File: src/rtl/irqc_pkg.sv
package irqc_pkg;
  localparam int PCI_GRPS  = 8;
  localparam int GRP_SIZE  = 4;
  localparam int OBD_LINES = 32;
  localparam int PCI_LINES = PCI_GRPS * GRP_SIZE;
  localparam int LINES     = PCI_LINES + OBD_LINES;
  localparam int NUM_W     = $clog2(LINES) + 1;
  localparam int GW        = $clog2(PCI_GRPS);
  localparam int OW        = $clog2(OBD_LINES);
  localparam logic [NUM_W-1:0] NO_REQ = NUM_W'(LINES);

  localparam logic [15:0] PCI_MAP_LO = 16'h0C00;
  localparam logic [15:0] PCI_MAP_HI = 16'h0C3F;
  localparam logic [15:0] OBD_MAP_LO = 16'h1000;
  localparam logic [15:0] OBD_MAP_HI = 16'h1080;
  localparam logic [15:0] PCI_ACK_LO = 16'h1400;
  localparam logic [15:0] PCI_ACK_HI = 16'h14FF;
  localparam logic [15:0] OBD_ACK_LO = 16'h1800;
  localparam logic [15:0] OBD_ACK_HI = 16'h1860;

  function automatic logic [31:0] pci_map_init(int g);
    return 32'h0000_07C0 | (32'(g) << 2);
  endfunction

  function automatic logic [31:0] obd_map_init(int i);
    return 32'h0000_07E0 + 32'(i);
  endfunction

  function automatic logic [NUM_W-1:0] lowest_set(logic [LINES-1:0] v);
    logic [NUM_W-1:0] r;
    r = NO_REQ;
    for (int i = LINES - 1; i >= 0; i--) begin
      if (v[i]) r = NUM_W'(i);
    end
    return r;
  endfunction
endpackage

File: src/rtl/irqc_edge.sv
module irqc_edge
  import irqc_pkg::*;
(
  input  logic             clk,
  input  logic             rst_n,
  input  logic [LINES-1:0] irq_in,
  output logic [LINES-1:0] rise,
  output logic [LINES-1:0] level
);
  logic [LINES-1:0] latch_q;

  always_ff @(posedge clk) begin
    if (!rst_n) latch_q <= '0;
    else        latch_q <= irq_in;
  end

  assign rise  = irq_in & ~latch_q;
  assign level = latch_q;
endmodule

File: src/rtl/irqc_regfile.sv
module irqc_regfile
  import irqc_pkg::*;
(
  input  logic             clk,
  input  logic             rst_n,
  input  logic             wr_en,
  input  logic [15:0]      wr_addr,
  input  logic             wr_gate,
  input  logic [15:0]      rd_addr,
  output logic [31:0]      rd_data,
  output logic [LINES-1:0] en_mask,
  output logic             pci_drop_v,
  output logic [GW-1:0]    pci_drop_grp,
  output logic             obd_drop_v,
  output logic [OW-1:0]    obd_drop_idx
);
  logic [PCI_GRPS-1:0]  pci_en;
  logic [OBD_LINES-1:0] obd_en;

  logic pci_map_wr, obd_map_wr, pci_ack_wr, obd_ack_wr;
  logic [GW-1:0] pci_wr_idx, pci_rd_idx;
  logic [OW-1:0] obd_wr_idx, obd_rd_idx;

  assign pci_map_wr = wr_en && wr_addr >= PCI_MAP_LO && wr_addr <= PCI_MAP_HI;
  assign obd_map_wr = wr_en && wr_addr >= OBD_MAP_LO && wr_addr <= OBD_MAP_HI;
  assign pci_ack_wr = wr_en && wr_addr >= PCI_ACK_LO && wr_addr <= PCI_ACK_HI;
  assign obd_ack_wr = wr_en && wr_addr >= OBD_ACK_LO && wr_addr <= OBD_ACK_HI;

  assign pci_wr_idx = wr_addr[GW+2:3];
  assign obd_wr_idx = wr_addr[OW+2:3];
  assign pci_rd_idx = rd_addr[GW+2:3];
  assign obd_rd_idx = rd_addr[OW+2:3];

  always_ff @(posedge clk) begin
    if (!rst_n) begin
      pci_en <= '0;
      obd_en <= '0;
    end else begin
      if (pci_map_wr) pci_en[pci_wr_idx] <= wr_gate;
      if (obd_map_wr) obd_en[obd_wr_idx] <= wr_gate;
    end
  end

  // Removal requests; matching against the posted line happens downstream.
  assign pci_drop_v   = (pci_map_wr && !wr_gate) || pci_ack_wr;
  assign pci_drop_grp = pci_map_wr ? pci_wr_idx : wr_addr[GW+4:5];
  assign obd_drop_v   = (obd_map_wr && !wr_gate) || obd_ack_wr;
  assign obd_drop_idx = obd_wr_idx;

  for (genvar l = 0; l < LINES; l++) begin : g_mask
    if (l < PCI_LINES) begin : g_pci
      assign en_mask[l] = pci_en[l / GRP_SIZE];
    end else begin : g_obd
      assign en_mask[l] = obd_en[l - PCI_LINES];
    end
  end

  always_comb begin
    rd_data = '0;
    if (rd_addr >= PCI_MAP_LO && rd_addr <= PCI_MAP_HI)
      rd_data = pci_map_init(int'(pci_rd_idx)) | {pci_en[pci_rd_idx], 31'b0};
    else if (rd_addr >= OBD_MAP_LO && rd_addr <= OBD_MAP_HI)
      rd_data = obd_map_init(int'(obd_rd_idx)) | {obd_en[obd_rd_idx], 31'b0};
  end

  p_one_write_kind_r2: assert property (@(posedge clk) disable iff (!rst_n)
    $countones({pci_map_wr, obd_map_wr, pci_ack_wr, obd_ack_wr}) <= 1);
endmodule

File: src/rtl/irqc_pending.sv
module irqc_pending
  import irqc_pkg::*;
(
  input  logic             clk,
  input  logic             rst_n,
  input  logic [LINES-1:0] rise,
  input  logic [LINES-1:0] level,
  input  logic [LINES-1:0] en_mask,
  input  logic             pci_drop_v,
  input  logic [GW-1:0]    pci_drop_grp,
  input  logic             obd_drop_v,
  input  logic [OW-1:0]    obd_drop_idx,
  output logic [NUM_W-1:0] pend_num,
  output logic             pend_valid
);
  localparam logic [LINES-1:0] PCI_SIDE = {{OBD_LINES{1'b0}}, {PCI_LINES{1'b1}}};

  logic [NUM_W-1:0] pend_q;
  logic             rescan_q;
  logic [LINES-1:0] pci_new, obd_new, cand;
  logic             pci_post, clr_hit, pend_is_pci;
  logic [GW-1:0]    pend_grp;
  logic [OW-1:0]    pend_obd;

  assign pend_valid  = (pend_q != NO_REQ);
  assign pend_is_pci = (pend_q < NUM_W'(PCI_LINES));
  assign pend_grp    = GW'(pend_q / NUM_W'(GRP_SIZE));
  assign pend_obd    = OW'(pend_q - NUM_W'(PCI_LINES));

  assign pci_new  = rise & en_mask & PCI_SIDE;
  assign obd_new  = rise & en_mask & ~PCI_SIDE;
  assign pci_post = |pci_new;
  assign clr_hit  = pend_valid &&
                    ((pci_drop_v && pend_is_pci && pend_grp == pci_drop_grp) ||
                     (obd_drop_v && !pend_is_pci && pend_obd == obd_drop_idx));
  assign cand     = (rescan_q ? (level & en_mask) : '0) | obd_new;

  always_ff @(posedge clk) begin
    if (!rst_n) begin
      pend_q   <= NO_REQ;
      rescan_q <= 1'b0;
    end else if (pci_post) begin
      pend_q   <= lowest_set(pci_new);
      rescan_q <= 1'b0;
    end else if (clr_hit) begin
      pend_q   <= NO_REQ;
      rescan_q <= 1'b1;
    end else begin
      if (!pend_valid && |cand) pend_q <= lowest_set(cand);
      rescan_q <= 1'b0;
    end
  end

  assign pend_num = pend_q;

  p_gate_open_r4: assert property (@(posedge clk) disable iff (!rst_n)
    pend_valid |-> en_mask[pend_q[NUM_W-2:0]]);
  p_hold_r6: assert property (@(posedge clk) disable iff (!rst_n)
    pend_valid && !clr_hit && !pci_post |=> $stable(pend_q));
  p_drop_r7: assert property (@(posedge clk) disable iff (!rst_n)
    clr_hit && !pci_post |=> !pend_valid);
  p_pci_takes_r3: assert property (@(posedge clk) disable iff (!rst_n)
    pci_post |=> pend_valid && pend_is_pci);
  p_idle_quiet_r5: assert property (@(posedge clk) disable iff (!rst_n)
    !pend_valid && !rescan_q && !pci_post && !(|obd_new) |=> !pend_valid);
endmodule

File: src/rtl/irq_map_ctrl.sv
module irq_map_ctrl
  import irqc_pkg::*;
(
  input  logic             clk,
  input  logic             rst_n,
  input  logic [LINES-1:0] irq_in,
  input  logic             wr_en,
  input  logic [15:0]      wr_addr,
  input  logic [31:0]      wr_data,
  input  logic [15:0]      rd_addr,
  output logic [31:0]      rd_data,
  output logic             req_valid,
  output logic [NUM_W-1:0] req_num,
  output logic [LINES-1:0] req_onehot
);
  logic [LINES-1:0] rise, level, en_mask;
  logic             pci_drop_v, obd_drop_v;
  logic [GW-1:0]    pci_drop_grp;
  logic [OW-1:0]    obd_drop_idx;
  logic [30:0]      unused_wr_low;

  assign unused_wr_low = wr_data[30:0];

  irqc_edge u_edge (
    .clk(clk), .rst_n(rst_n), .irq_in(irq_in), .rise(rise), .level(level)
  );

  irqc_regfile u_regs (
    .clk(clk), .rst_n(rst_n), .wr_en(wr_en), .wr_addr(wr_addr),
    .wr_gate(wr_data[31]), .rd_addr(rd_addr), .rd_data(rd_data),
    .en_mask(en_mask), .pci_drop_v(pci_drop_v), .pci_drop_grp(pci_drop_grp),
    .obd_drop_v(obd_drop_v), .obd_drop_idx(obd_drop_idx)
  );

  irqc_pending u_pend (
    .clk(clk), .rst_n(rst_n), .rise(rise), .level(level), .en_mask(en_mask),
    .pci_drop_v(pci_drop_v), .pci_drop_grp(pci_drop_grp),
    .obd_drop_v(obd_drop_v), .obd_drop_idx(obd_drop_idx),
    .pend_num(req_num), .pend_valid(req_valid)
  );

  for (genvar l = 0; l < LINES; l++) begin : g_onehot
    assign req_onehot[l] = req_valid && (req_num == NUM_W'(l));
  end

  p_onehot_r11: assert property (@(posedge clk) disable iff (!rst_n)
    $onehot0(req_onehot) && (req_valid == (|req_onehot)));
  p_none_code_r1: assert property (@(posedge clk) disable iff (!rst_n)
    !req_valid |-> req_num == NO_REQ);
endmodule

File: config.mk
export PLATFORM = sky130hd
export DESIGN_NAME = irq_map_ctrl
export DESIGN_NICKNAME = d
export VERILOG_FILES = /design/src/rtl/irqc_pkg.sv /design/src/rtl/irqc_edge.sv /design/src/rtl/irqc_regfile.sv /design/src/rtl/irqc_pending.sv /design/src/rtl/irq_map_ctrl.sv
export SDC_FILE = /design/constraint.sdc
export NUM_CORES = 1
export LEC_CHECK = 0
export BUFFER_PORTS_ARGS = -buffer_cell sky130_fd_sc_hd__buf_4
export CORE_MARGIN = 5
export CORE_UTILIZATION = 45
export CTS_CLUSTER_SIZE = 24
export DETAILED_ROUTE_END_ITERATION = 8
export PLACE_DENSITY = 0.81
export REMOVE_ABC_BUFFERS = 1
export SETUP_SLACK_MARGIN = 0.4
export SKIP_CTS_REPAIR_TIMING = 1
export SYNTH_ARGS = -nofsm -noshare
export SYNTH_HDL_FRONTEND = slang
export SYNTH_HIERARCHICAL = 1
export SYNTH_SLANG_ARGS = --single-unit
File: constraint.sdc
create_clock -name clk -period 2.7 [get_ports clk]
set_clock_uncertainty 0.15 [all_clocks]
set_input_delay 0.27 -clock clk [delete_from_list [all_inputs] [get_ports clk]]
set_output_delay 0.27 -clock clk [all_outputs]
set_load 0.01 [all_outputs]
==> results of run 1 <==
[layer usage]
layer  GRT usage [%]  part of all wire, %  wire length (um)  vias to the layer above
met3            3.20                  7.1              1690                       54
met2            34.6                   48             11400                      350
li1                -                    -                 -                     3877
met1            27.9                   42              9960                     3765
met4            6.11                  2.5               597                        0
met5               0                    0                 0                        -
[cell type report]
| class | count | area [um^2] | area share [%] |
|---|---|---|---|
| clock buffers | 9 | 225 | 2.16 |
| multi-input cells | 746 | 5080 | 48.7 |
| flip-flops and latches | 112 | 2270 | 21.7 |
| well taps | 225 | 282 | 2.70 |
| clock inverters | 7 | 62.6 | 0.599 |
| repair buffers | 306 | 2470 | 23.7 |
| inverters | 12 | 50.0 | 0.479 |
[worst register-to-register path: cells and delay by family (launching register included)]
kind            cells  cell delay, ns
compound gates      3            0.65
flops               1            0.34
simple gates        5            1.45
[registers in the layout, indices dropped and copies added, names as in the netlist]
name             flops
u_edge/level        64
u_regs/obd_en       32
u_regs/pci_en        8
u_pend/pend_num      7
u_pend/rescan_q      1
[power by group]
group | total, mW | switching [mW] | internal, mW
Clock | 1.30 | 0.647 | 0.650
Combinational | 0.454 | 0.207 | 0.247
Sequential | 1.74 | 0.0366 | 1.70
[final timing paths]
check                                       start                 end  slack (ns)  cells past startpoint
worst max register to register   u_edge/level[16]  u_pend/pend_num[1]        0.05                      8
worst min-delay path                   irq_in[18]    u_edge/level[18]       -0.01                      2
worst max-delay path             u_edge/level[16]  u_pend/pend_num[1]        0.05                      8
worst min register to register  u_regs/obd_en[20]   u_regs/obd_en[20]        0.32                      1
[logic make-up (layout without fill, tap and decap cells)]
family / count (synthesis) / after routing / share of synthesized area, %
compound gates: 232 / 232 / 23.1
mux: 28 / 28 / 5.07
buf+inv: 112 / 334 / 9.64
other cells: 1 / 20 / 0.0481
flops: 112 / 112 / 28.8
xor+xnor: 8 / 8 / 0.899
simple gates: 458 / 458 / 32.5
[layout by cell type, fill, tap and decap left out, types with 11 or more instances in the layout]
cell type,Yosys,final
a21o_1,31,31
dlygate4sd3_1,0,50
dfxtp_2,0,17
a22o_1,19,19
o2111ai_1,20,20
mux2i_1,20,20
nand3_1,17,17
nor3_1,13,11
and2_1,85,85
conb_1,1,20
dfxtp_1,112,94
a21oi_1,24,21
a22oi_1,23,18
buf_4,55,250
nor2b_1,69,68
inv_1,12,11
nand2_1,106,105
nor2_1,82,76
o21ai_0,17,15
[stage by stage]
step / TNS, ns / power, mW / hold slack [ns]
6_report: 0 / 3.49 / -0.0148
5_1_grt: -0.0525 / 3.63 / -0.00563
4_1_cts: -0.646 / 3.43 / -0.0328
3_5_place_dp: -0.402 / 2.15 / 0.303
3_3_place_gp: -0.208 / 2.14 / 0.286
2_1_floorplan: -1.64 / 1.93 / 0.199
==> results.json, run 1 <==
{
  "crit_type": "register to register",
  "firstDrtPassIters": 6,
  "ios": 235,
  "n_fill_cell": 1442,
  "post_dp_cell_area_mm2": 0.00928,
  "antenna_found_initial": 0,
  "slowest_delay_ns": 0.61,
  "ys.flop_type": "dfxtp_1",
  "worstMarginPinSlew_ns": 0.520,
  "die_area_mm2": 0.0200,
  "drc": 0,
  "cts_tree": "done",
  "relSlewSlack_pct": 65.3,
  "cts_max_level": 3,
  "arrival_ns": 2.79,
  "core_mm2": 0.0171,
  "violations": "negative hold slack",
  "synth.cell_area_mm2": 0.00779,
  "drive_gt1_share_pct": 30.5,
  "drtIter0Drc": 669,
  "ir_drop_mv": 0.376,
  "cap_violations": 0,
  "hpwl_mm": 16.7,
  "nNetsFinal": 1318,
  "cp-end-kind": "register",
  "n_antenna_cell": 0,
  "async_flop_share_pct": 0,
  "synth_edf_count": 0,
  "die_height_um": 142,
  "path_clk_slew_ns": 0.07,
  "status": "complete, but fails checks",
  "cts_root_buf": "clkbuf_16",
  "cts_buffer_depth": 2,
  "crit_required_ns": 2.84,
  "final_cell_count_no_fill": 1417,
  "gp_congestion": 0.948,
  "finalCritPeriodShare_pct": 98.3,
  "gr-total-overflow": 0,
  "synth.most_common_cell": "dfxtp_1",
  "path_buf_inv": 0,
  "die_width_um": 142,
  "clock_latency_ns": 0.35,
  "portBuffers": 183,
  "yosysTopAreaCell": "dfxtp_1",
  "cp_top_family": "simple AND/OR/NAND/NOR gates",
  "synthTopCellsByCount": "112 x dfxtp_1, 106 x nand2_1, 85 x and2_1",
  "final_cell_area_mm2": 0.0104,
  "track_usage_pct": 20.8,
  "slew_violations": 0,
  "ys_warn_count": 6,
  "critPathLaunchType": "register",
  "drt_wl_total_mm": 23.7,
  "final_hold_viol_count": 10,
  "grt_pass1_wl_mm": 34.9,
  "post_drt_wl_per_cell_um": 16.7,
  "cts_buffers": 9,
  "period_minus_slack_ns": 2.65,
  "synth_top_area_share_pct": 28.8,
  "cp_max_fo": 3,
  "path_cells": "nor2b_2, a22o_1, or4_4, or4b_4, nor2_8, o21ai_2, o311a_1, nor2_2",
  "syn_avg_cell_area_um2": 8.19,
  "ys_types": 84,
  "placedCellCount": 1338,
  "final_core_util_pct": 61.0,
  "rsz0062_at_grt": "true",
  "cts.sinks": 112,
  "fin_ws_ns": 0.0463,
  "syn_to_final_growth_pct": 34.0,
  "antenna_left": 0,
  "yosys_register_bits": 112,
  "grt_pass1_vias": 7116,
  "row_count": 48,
  "dpl_worst_slack_ns": -0.0905,
  "setup_viol": 0,
  "power_density_mw_per_mm2": 334,
  "start_util_pct": 45.5,
  "fin_hold_ws_ns": -0.0148,
  "vias": 8046,
  "ys_seq_area_share_pct": 28.8,
  "grt_max_degree": 70,
  "hold_path.class": "input pin to register",
  "synthCells": 951,
  "crit_path_top_delay_cell": "or4b_4",
  "p_leak_nw": 4.56,
  "synth_area_leaders": "dfxtp_1 29%, and2_1 6.8%, nor2b_1 5.5%, buf_4 5.3%, nand2_1 5.1%",
  "max_clock_freq_ghz": 0.377,
  "vias_per_cell": 5.68
}
Note: power is estimated with default switching activity, not from simulation.
==> inputs of run 2 (changes only) <==
Settings changed: BUFFER_PORTS_ARGS -buffer_cell sky130_fd_sc_hd__buf_4 to -buffer_cell sky130_fd_sc_hd__buf_2.
==> run 2 against run 1 <==
The run still ends with negative hold slack left. Via count down 0.98%. Largest cell class unchanged. Wire length down 1.7%. Design area down 3.8%.
==> results.json, run 2 (same netlist as run 1, synthesis figures left out) <==
{
  "firstDrtPassIters": 5,
  "fin_ws_ns": 0.0514,
  "path_cells": "a22o_1, or4_4, or4b_4, nor2_8, buf_4, nand2b_4, o21ai_1, nor2_1",
  "cts_buffers": 9,
  "critical_path_cell_count": 8,
  "cts_max_level": 3,
  "critPathLaunch": "u_regs/pci_en[4]",
  "fin_hold_ws_ns": -0.0183,
  "final_cell_count_no_fill": 1411,
  "dpl_worst_slack_ns": -0.0998,
  "power_density_mw_per_mm2": 352,
  "worstHoldPathCells": 2,
  "grt_pass1_vias": 7122,
  "r2r_cells": 8,
  "crit_type": "register to register",
  "status": "complete, but fails checks",
  "die_width_um": 142,
  "violations": "negative hold slack",
  "final_hold_viol_count": 11,
  "hold_path.class": "input pin to register",
  "fin_tns_setup_ns": 0,
  "drt_wl_total_mm": 23.3,
  "p_leak_nw": 4.48,
  "die_area_mm2": 0.0200,
  "slowest_delay_ns": 0.61,
  "row_count": 48,
  "syn_to_final_growth_pct": 28.9,
  "portBuffers": 183,
  "path_clk_slew_ns": 0.08,
  "max_clock_freq_ghz": 0.378,
  "cts_buffer_depth": 2,
  "r2r-end": "u_pend/pend_num[1]",
  "crit_required_ns": 2.79,
  "relSlewSlack_pct": 65.0,
  "vias": 7967,
  "antenna_left": 0,
  "final_core_util_pct": 58.7,
  "track_usage_pct": 20.5,
  "ff2ff_setup_slack_ns": 0.05,
  "cts_root_buf": "clkbuf_16",
  "start_util_pct": 45.5,
  "n_antenna_cell": 0,
  "period_minus_slack_ns": 2.65,
  "hp-start": "irq_in[18]",
  "finalCritPeriodShare_pct": 98.1,
  "ios": 235,
  "rsz0062_at_grt": "true",
  "worstMarginPinSlew_ns": 0.519,
  "drc": 0,
  "cts_tree": "done",
  "drive_gt1_share_pct": 31.1,
  "gr-total-overflow": 0,
  "drtIter0Drc": 587,
  "crit_path_top_delay_cell": "or4b_4",
  "ir_drop_mv": 0.389,
  "cts.sinks": 112,
  "setup_viol": 0,
  "gp_congestion": 0.901,
  "reg2reg_from": "u_regs/pci_en[4]",
  "cap_violations": 0,
  "grt_pass1_wl_mm": 34.2,
  "vias_per_cell": 5.65,
  "cp-end-kind": "register",
  "cp_max_fo": 6,
  "largest_reg_flops": 64,
  "nNetsFinal": 1312,
  "hpwl_mm": 16.4,
  "path_buf_inv": 1,
  "critPathLaunchType": "register",
  "grt_max_degree": 112,
  "placedCellCount": 1338,
  "clock_latency_ns": 0.35,
  "arrival_ns": 2.74,
  "cp_top_family": "simple AND/OR/NAND/NOR gates",
  "layout_commonest_cell": "buf_2",
  "slew_violations": 0,
  "timing.critical_path.to": "u_pend/pend_num[1]",
  "layout_common_cells": "173 x buf_2, 106 x nand2_1, 92 x dfxtp_1, 85 x and2_1, 76 x nor2_1",
  "antenna_found_initial": 1,
  "post_drt_wl_per_cell_um": 16.5,
  "die_height_um": 142,
  "total_power_mw": 3.53,
  "core_mm2": 0.0171
}
-- run 2: worst min-delay path by stage --
stage | endpoint
final | u_edge/level[18]
after CTS | u_edge/level[51]
after global placement | u_regs/obd_en[20]
after floorplan | u_pend/pend_num[6]
after global routing | u_edge/level[2]
after detailed placement | u_regs/obd_en[20]
-- run 2: stage by stage --
| step | hold WS [ns] | instance area [um^2] |
|---|---|---|
| final | -0.0183 | 10000 |
| after global routing | 0.00204 | 10000 |
| after detailed placement | 0.292 | 8830 |
| after floorplan | 0.199 | 7160 |
| after global placement | 0.286 | 8830 |
| after CTS | -0.0299 | 9140 |
-- run 2: metal layers --
metal  share of wire, %  global-route usage [%]  up-vias
met3                7.1                    3.10       49
met4                2.3                    6.41        2
li1                   -                       -     3868
met2                 49                    35.4      323
met1                 42                    26.4     3725
met5              0.052                       0        -
-- run 2: where the power goes --
group / switching [mW] / total, mW / internal [mW]
clock: 0.645 / 1.39 / 0.742
sequential: 0.0350 / 1.74 / 1.70
combinational: 0.204 / 0.409 / 0.205
-- run 2: layout make-up --
type                    count  area [um^2]
fillers                  1452         7080
multi-input cells         748         5130
flip-flops and latches    112         2270
repair buffers            298         1990
well taps                 225          282
clock buffers               9          225
clock inverters             7         88.8
inverters                  12         47.5
